`config.mk`:
```
export PLATFORM = sky130hd
export DESIGN_NAME = safety_interlock
export DESIGN_NICKNAME = d
export VERILOG_FILES = /design/src/rtl/safety_pkg.sv /design/src/rtl/si_sync.sv /design/src/rtl/si_qualify.sv /design/src/rtl/si_outputs.sv /design/src/rtl/safety_interlock.sv
export SDC_FILE = /design/constraint.sdc
export NUM_CORES = 1
export LEC_CHECK = 0
export BUFFER_PORTS_ARGS = -buffer_cell sky130_fd_sc_hd__clkbuf_2
export CAP_MARGIN = 20
export CELL_PAD_IN_SITES_DETAIL_PLACEMENT = 0
export CELL_PAD_IN_SITES_GLOBAL_PLACEMENT = 1
export CORE_MARGIN = 2
export CORE_UTILIZATION = 50
export DETAILED_ROUTE_END_ITERATION = 10
export PLACE_DENSITY_LB_ADDON = 0.1
export RECOVER_POWER = 100
export SLEW_MARGIN = 20
export SYNTH_ARGS = -nofsm -noshare
export SYNTH_HDL_FRONTEND = slang
export SYNTH_HIERARCHICAL = 1
export SYNTH_SLANG_ARGS = --single-unit
```
`constraint.sdc`:
```
create_clock -name clk -period 4.6 [get_ports clk]
set_input_delay 0.69 -clock clk [delete_from_list [all_inputs] [get_ports clk]]
set_output_delay 0.69 -clock clk [all_outputs]
set_load 0.01 [all_outputs]
```
`src/rtl/safety_pkg.sv`:
```
package safety_pkg;

    localparam int EXTRA_FAULTS = 2;   // emergency stop and hand-paddle stop

    typedef struct packed {
        logic dome_en_n;
        logic tel_inhibit;
        logic lamp_tcs;
        logic lamp_brake;
    } ctl_out_t;

    localparam ctl_out_t SAFE_OUT = '{dome_en_n: 1'b1, tel_inhibit: 1'b1,
                                      lamp_tcs: 1'b0, lamp_brake: 1'b1};

    typedef struct packed {
        logic seen;   // fault present at previous tick
        logic flag;   // confirmed, sticky
    } qual_bit_t;

endpackage

```
`src/rtl/si_sync.sv`:
```
module si_sync #(
    parameter int             W       = 1,
    parameter logic [W-1:0]   RST_VAL = '0
) (
    input  logic         clk,
    input  logic         rst_n,
    input  logic [W-1:0] d,
    output logic [W-1:0] q
);
    typedef struct packed {
        logic [W-1:0] s1;
        logic [W-1:0] s2;
    } sync_t;

    sync_t st_d, st_q;

    always_comb begin
        st_d.s1 = d;
        st_d.s2 = st_q.s1;
    end

    always_ff @(posedge clk or negedge rst_n) begin
        if (!rst_n) begin
            st_q <= '{s1: RST_VAL, s2: RST_VAL};
        end else begin
            st_q <= st_d;
        end
    end

    assign q = st_q.s2;
endmodule

```
`src/rtl/si_qualify.sv`:
```
module si_qualify
    import safety_pkg::*;
#(
    parameter int N = 4
) (
    input  logic         clk,
    input  logic         rst_n,
    input  logic         tick,
    input  logic [N-1:0] raw,
    output logic [N-1:0] flag_d,
    output logic [N-1:0] flag_q
);
    for (genvar i = 0; i < N; i++) begin : g_bit
        qual_bit_t b_d, b_q;

        always_comb begin
            b_d = b_q;
            if (tick) begin
                b_d.seen = raw[i];
                b_d.flag = b_q.flag | (raw[i] & b_q.seen);
            end
        end

        always_ff @(posedge clk or negedge rst_n) begin
            if (!rst_n) begin
                b_q <= '{seen: 1'b0, flag: 1'b0};
            end else begin
                b_q <= b_d;
            end
        end

        assign flag_d[i] = b_d.flag;
        assign flag_q[i] = b_q.flag;
    end
endmodule

```
`src/rtl/si_outputs.sv`:
```
module si_outputs
    import safety_pkg::*;
(
    input  logic     clk,
    input  logic     rst_n,
    input  logic     fault_next,
    input  logic     dome_sw,
    input  logic     dome_hp,
    input  logic     tel_sw,
    input  logic     brake_en,
    output ctl_out_t out_q
);
    ctl_out_t out_d;
    logic     inhibit;

    always_comb begin
        inhibit = ~(tel_sw & brake_en);
        if (fault_next) begin
            out_d = SAFE_OUT;
        end else begin
            out_d.dome_en_n   = ~(dome_sw | dome_hp);
            out_d.tel_inhibit = inhibit;
            out_d.lamp_tcs    = 1'b1;
            out_d.lamp_brake  = inhibit;
        end
    end

    always_ff @(posedge clk or negedge rst_n) begin
        if (!rst_n) begin
            out_q <= SAFE_OUT;
        end else begin
            out_q <= out_d;
        end
    end
endmodule

```
`src/rtl/safety_interlock.sv`:
```
module safety_interlock
    import safety_pkg::*;
#(
    parameter int N_LIM = 10,
    parameter int N_CMP = 9
) (
    input  logic                            clk,
    input  logic                            rst_n,
    input  logic                            tick,
    input  logic [N_LIM-1:0]                lim_open,
    input  logic [N_CMP-1:0]                cmp_trip,
    input  logic                            estop_ok,
    input  logic                            hp_open,
    input  logic                            lim_override,
    input  logic                            dome_sw_req,
    input  logic                            dome_hp_req,
    input  logic                            tel_sw_req,
    input  logic                            brake_en_req,
    output logic                            dome_en_n,
    output logic                            tel_inhibit,
    output logic                            lamp_tcs,
    output logic                            lamp_brake,
    output logic [N_LIM+N_CMP+EXTRA_FAULTS-1:0] fault_flags
);
    localparam int N_FAULT = N_LIM + N_CMP + EXTRA_FAULTS;
    localparam int N_MISC  = 7;
    // misc order: brake_en, tel_sw, dome_hp, dome_sw, override, hp_open, estop_ok
    localparam logic [N_MISC-1:0] MISC_RST = 7'b000_0001;

    logic [N_LIM-1:0]   lim_s;
    logic [N_CMP-1:0]   cmp_s;
    logic [N_MISC-1:0]  misc_s;
    logic [N_FAULT-1:0] raw;
    logic [N_FAULT-1:0] flag_d;
    logic [N_FAULT-1:0] flag_q;
    ctl_out_t           ctl;

    si_sync #(.W(N_LIM), .RST_VAL('0)) u_sync_lim (
        .clk(clk), .rst_n(rst_n), .d(lim_open), .q(lim_s));

    si_sync #(.W(N_CMP), .RST_VAL('0)) u_sync_cmp (
        .clk(clk), .rst_n(rst_n), .d(cmp_trip), .q(cmp_s));

    si_sync #(.W(N_MISC), .RST_VAL(MISC_RST)) u_sync_misc (
        .clk(clk), .rst_n(rst_n),
        .d({brake_en_req, tel_sw_req, dome_hp_req, dome_sw_req,
            lim_override, hp_open, estop_ok}),
        .q(misc_s));

    // Fault vector: limits (maskable), comparators, e-stop (inverted), hand paddle
    for (genvar i = 0; i < N_LIM; i++) begin : g_mask
        assign raw[i] = lim_s[i] & ~misc_s[2];
    end
    assign raw[N_LIM +: N_CMP]   = cmp_s;
    assign raw[N_LIM + N_CMP]     = ~misc_s[0];
    assign raw[N_LIM + N_CMP + 1] = misc_s[1];

    si_qualify #(.N(N_FAULT)) u_qual (
        .clk(clk), .rst_n(rst_n), .tick(tick), .raw(raw),
        .flag_d(flag_d), .flag_q(flag_q));

    si_outputs u_out (
        .clk(clk), .rst_n(rst_n), .fault_next(|flag_d),
        .dome_sw(misc_s[3]), .dome_hp(misc_s[4]),
        .tel_sw(misc_s[5]), .brake_en(misc_s[6]),
        .out_q(ctl));

    assign dome_en_n   = ctl.dome_en_n;
    assign tel_inhibit = ctl.tel_inhibit;
    assign lamp_tcs    = ctl.lamp_tcs;
    assign lamp_brake  = ctl.lamp_brake;
    assign fault_flags = flag_q;
endmodule

```
After elaboration in Yosys (flattened, before gate mapping) --
Cells that the tools add are included.
Operators by class: muxes and demuxes 22, bitwise logic cells 58, reduce and logical (&&, ||, !) cells 1
Operators by type and width (count):
- 1-bit bitwise AND | 32
- 1-bit bitwise OR | 22
- 1-bit two-way mux | 21
- 21-bit OR reduction | 1
- 4-bit two-way mux | 1
- 1-bit inverter | 4
Storage, ports and cells: input bits 29, output and inout bits 25, bits in registers 98, word-level logic and storage cells 133

Longest topological paths before layout --
depth in word-level cells 7, mapped depth 7, gate-level depth less buffers 6

Hierarchy --
Netlist, hierarchy kept.
Modules (own cells, without submodules):
- si_qualify | area an instance 1756.7 µm², times used 1, cells each 110, sequential area each 1051.0 µm²
- si_sync at u_sync_lim | area an instance 500.5 µm², times used 1, cells each 20, sequential area each 500.5 µm²
- si_sync at u_sync_cmp | area an instance 450.4 µm², times used 1, cells each 18, sequential area each 450.4 µm²
- si_sync at u_sync_misc | area an instance 352.8 µm², times used 1, cells each 14, sequential area each 352.8 µm²
- safety_interlock | area an instance 111.4 µm², times used 1, cells each 18, sequential area each 0.0 µm²
- si_outputs | area an instance 103.8 µm², times used 1, cells each 7, sequential area each 77.6 µm²

Worst setup path before layout --
OpenSTA, ideal clock, no wires.
path type input port to flip-flop, from input port tick, to register u_out/out_q[0] (netlist bit), arrival time 2.314 ns, path slack 2.201 ns, library setup time 0.084 ns, stages on the path 6, buffers on the path 2, required time 4.516 ns, path through buf_6 -> buf_2 -> a31o_2 -> or4_1 -> or4_1 -> nand3b_1
RTL lines:
- start, declared | line safety_interlock.sv:9 | input logic tick,
- end signal, assigned | line si_outputs.sv:32 | out_q <= out_d;
- end, declared | line si_outputs.sv:11 | output ctl_out_t out_q

==> metrics.md <==
| Metric | Value |
|---|---|
| Max-slew violations | 92 |
| Site Rows | 29 |
| Net Sw Frac | 22.87% |
| Share of Yosys cell area claimed by the top area cell type | 71.05% |
| Reg-to-reg startpoint | u_sync_misc/q[2] |
| First-pass GRT wire length | 7872 um |
| CP top delay family | simple AND/OR/NAND/NOR gates |
| N_diodes | 0 |
| Leakage power | 1.533 nW |
| CTS Buffer Depth | 2 |
| Vias in the first global route | 1642 |
| Synth cell types | 18 |
| YS warnings | 6 |
| Count leader, synth | dfrtp_1 |
| Layout cell share with drive strength beyond 1 | 30.43% |
| Syn nets | 216 |
| Hold crit path type | reg -> reg |
| Final WL | 4615 um |
| Die Height | 84.94 um |
| Crit. Startpoint | tick |
| Final period util | 64.70% |
| DRT antenna net count | 0 |
| Largest net degree at the start of global routing | 51 |
| Critical-path cell list | clkbuf_1 -> a31o_2 -> or4_1 -> or4_1 -> nand3b_1 |
| Drt drc | 0 |
| CP max-delay cell | clkbuf_1 |
| Flop2flop setup slack | 2320 ps |
| Comb pwr share | 6.8% |
| Syn Area/Cell | 17.52 um^2 |
| Commonest cells post-synth | dfrtp_1 (93), buf_4 (22), a31o_2 (21) |
| Via count | 1510 |
| TritonCTS Sinks | 97 |
| RSZ-0062 raised after global routing | false |
| Remaining global-route overflow | 0 |
| Flop pwr share | 59.3% |
| Setup total negative slack | 0 ps |
| FF/Latch Area | 0.002432 mm^2 |
| Initial antenna violation count | 0 |
| Crit path arrival time | 3240 ps |
| CP Class | in -> reg |
| Vias per std cell | 4.919 |
| Critical path peak fanout | 42 |
| CTS Hold Bufs | 0 |
| CP Depth | 5 |
| Buffers on Ports | 53 |
| GPL Wtd Cong | 0.7310 |
| Clock Latency Late Sink | 350 ps |
| Placement Cell Area | 0.003426 mm^2 |
| CP Buf/Inv Count | 1 |
| Die X | 84.94 um |
| Core ar. | 0.006350 mm^2 |
| Clk pwr share | 33.9% |
| Clock root cell | clkbuf_8 |
| Synth top area cells | dfrtp_1 (71%), mux2_4 (8.7%), a31o_2 (5.6%), buf_4 (5.0%), dfstp_2 (3.2%) |
| Clock slew at reported path FFs | 90 ps |
| Initial DRC Count | 61 |
| Hold path depth | 0 |
| Area Overhead vs Synth | 7.601% |
| WL/cell | 15.03 um |
| CTS tree | built |
| Worst Skew | 9.208 ps |
| Net count of the finished layout | 254 |
| CTS Buf Count | 9 |
| Finished layout cell area | 0.003525 mm^2 |
| Status | complete, but fails checks |
| Worst Path Required | 4860 ps |
| R2R depth | 5 |
| Worst vdd ir | 0.2903 mV |
| GRT Total Usage | 14.36% |
| Area of the multi-input gates | 543.0 um^2 |
| Post-synth ARST share | 100.0% |
| Register area share after synthesis | 74.26% |
| Most used cell, CP | or4_1 |
| Final Hold Fails | 0 |
| Post-synth top area cell | dfrtp_1 |
| Slowest cell delay on critical path | 750 ps |
| Total Power | 1.593 mW |
| Startpoint Class | primary input |
| Failing checks | capacitance limit, slew limit |
| Worst-margin pin slew | 2417 ps |
| DRT Pass-1 Iters | 4 |
| Ports | 54 |
| Mapped cell area | 0.003276 mm^2 |
| Die footprint | 0.007215 mm^2 |
| Fillers | 535 |
| Slew Limit Headroom | -61.15% |
| Postcts setup bufs | 0 |
| Pwr/cell area | 451.9 mW/mm^2 |
| Internal | 1.229 mW |
| CP Capture Type | flop |
| Yosys reg bits | 97 |
| F_max | 336.0 MHz |
| Hold path startpoint | u_sync_cmp/st_d[2] |
| Sw Pwr | 0.3642 mW |
| Max Cap Viol | 2 |
| # resized after CTS | 0 |
| Tmin final | 2976 ps |
| Hold EP | u_sync_cmp/q[2] |
| Synth Instances | 187 |
| Initial Util | 51.59% |
| Post-synth EDFFs | 0 |
| Dominant synthesized flop cell | dfrtp_1 |
| Final setup fails | 0 |
| Worst R2R End | u_out/out_q[0] |
| DP HPWL | 3178 um |
| H-tree Lvls | 3 |
power groups by stage:
stage	logic (mW)	registers, mW	clock network, mW
floorplan	0.107	0.951	0
finish	0.108	0.945	0.540
detailed placement	0.132	0.964	0
global route	0.120	0.953	0.596
CTS	0.133	0.948	0.561
global placement	0.127	0.962	0
sequential cells by signal, indices dropped and copies added (netlist names):
register and count:
u_sync_cmp/st_d 9, u_out/out_q 3, u_qual/g_bit.b_q 21, u_qual/flag_q 21
u_sync_misc/st_d 7, u_sync_misc/q 7, u_sync_lim/q 10, u_sync_lim/st_d 10
u_sync_cmp/q 9
cell families (layout without fill, tap and decap cells):
logic type,after synthesis,count (layout),synth area share (%)
simple gates,18,18,3.514
buf+inv,29,72,6.990
flops,97,97,74.26
compound gates,22,22,5.844
mux,21,21,9.396
metrics by stage:
step / hold slack [ps] / util, % / setup WS (ps) / cells
after floorplan: 331.2 / - / 2201 / 187
after global routing: 361.6 / 55.51 / 1280 / 307
after global placement: 331.3 / 53.95 / 1543 / 291
after detailed placement: 334.7 / 53.95 / 1436 / 291
final: 348.1 / 55.51 / 1624 / 307
after CTS: 333.2 / 57.18 / 1795 / 307
worst register-to-register path, delay by kind of cell (launching register included):
family | cells | cell delay [ps]
simple gates | 4 | 1390
compound gates | 1 | 270
flops | 1 | 530
layer usage:
metal / part of all wire, % / wire length, um / global-route usage (%)
met4: 1.0 / 46 / 5.195
met2: 49 / 2266 / 22.09
met3: 5.0 / 232 / 5.739
met5: 0 / 0 / 0
met1: 45 / 2069 / 18.65
layout make-up:
type / instances / share of cell area (%)
inverters: 2 / 0.2130
clock buffers: 10 / 3.905
clock inverters: 6 / 1.917
multi-input cells: 61 / 15.41
well taps: 77 / 2.733
flip-flops and latches: 97 / 69.01
repair buffers: 54 / 6.816
cells in the final DEF (no fill, tap or decap), types with 2 or more instances in the layout:
cell | netlist | routed
nor2b_1 | 10 | 10
clkbuf_8 | 0 | 10
mux2_2 | 2 | 2
nor4_1 | 3 | 3
a31o_2 | 21 | 21
clkbuf_2 | 0 | 27
mux2_1 | 0 | 19
clkinvlp_4 | 0 | 2
clkbuf_1 | 0 | 26
clkinv_4 | 0 | 2
dfrtp_1 | 93 | 93
inv_1 | 2 | 2
dfstp_2 | 4 | 3
or4_1 | 2 | 2
worst max path at each step:
stage,to,slack (ps)
final,u_out/out_q[0],1620
after global routing,u_sync_cmp/st_d[7],1280
after CTS,u_out/out_q[0],1800
after detailed placement,u_out/out_q[0],1440
after global placement,u_out/out_q[0],1540
after floorplan,u_out/out_q[0],2200
Note: power is estimated with default switching activity, not from simulation.
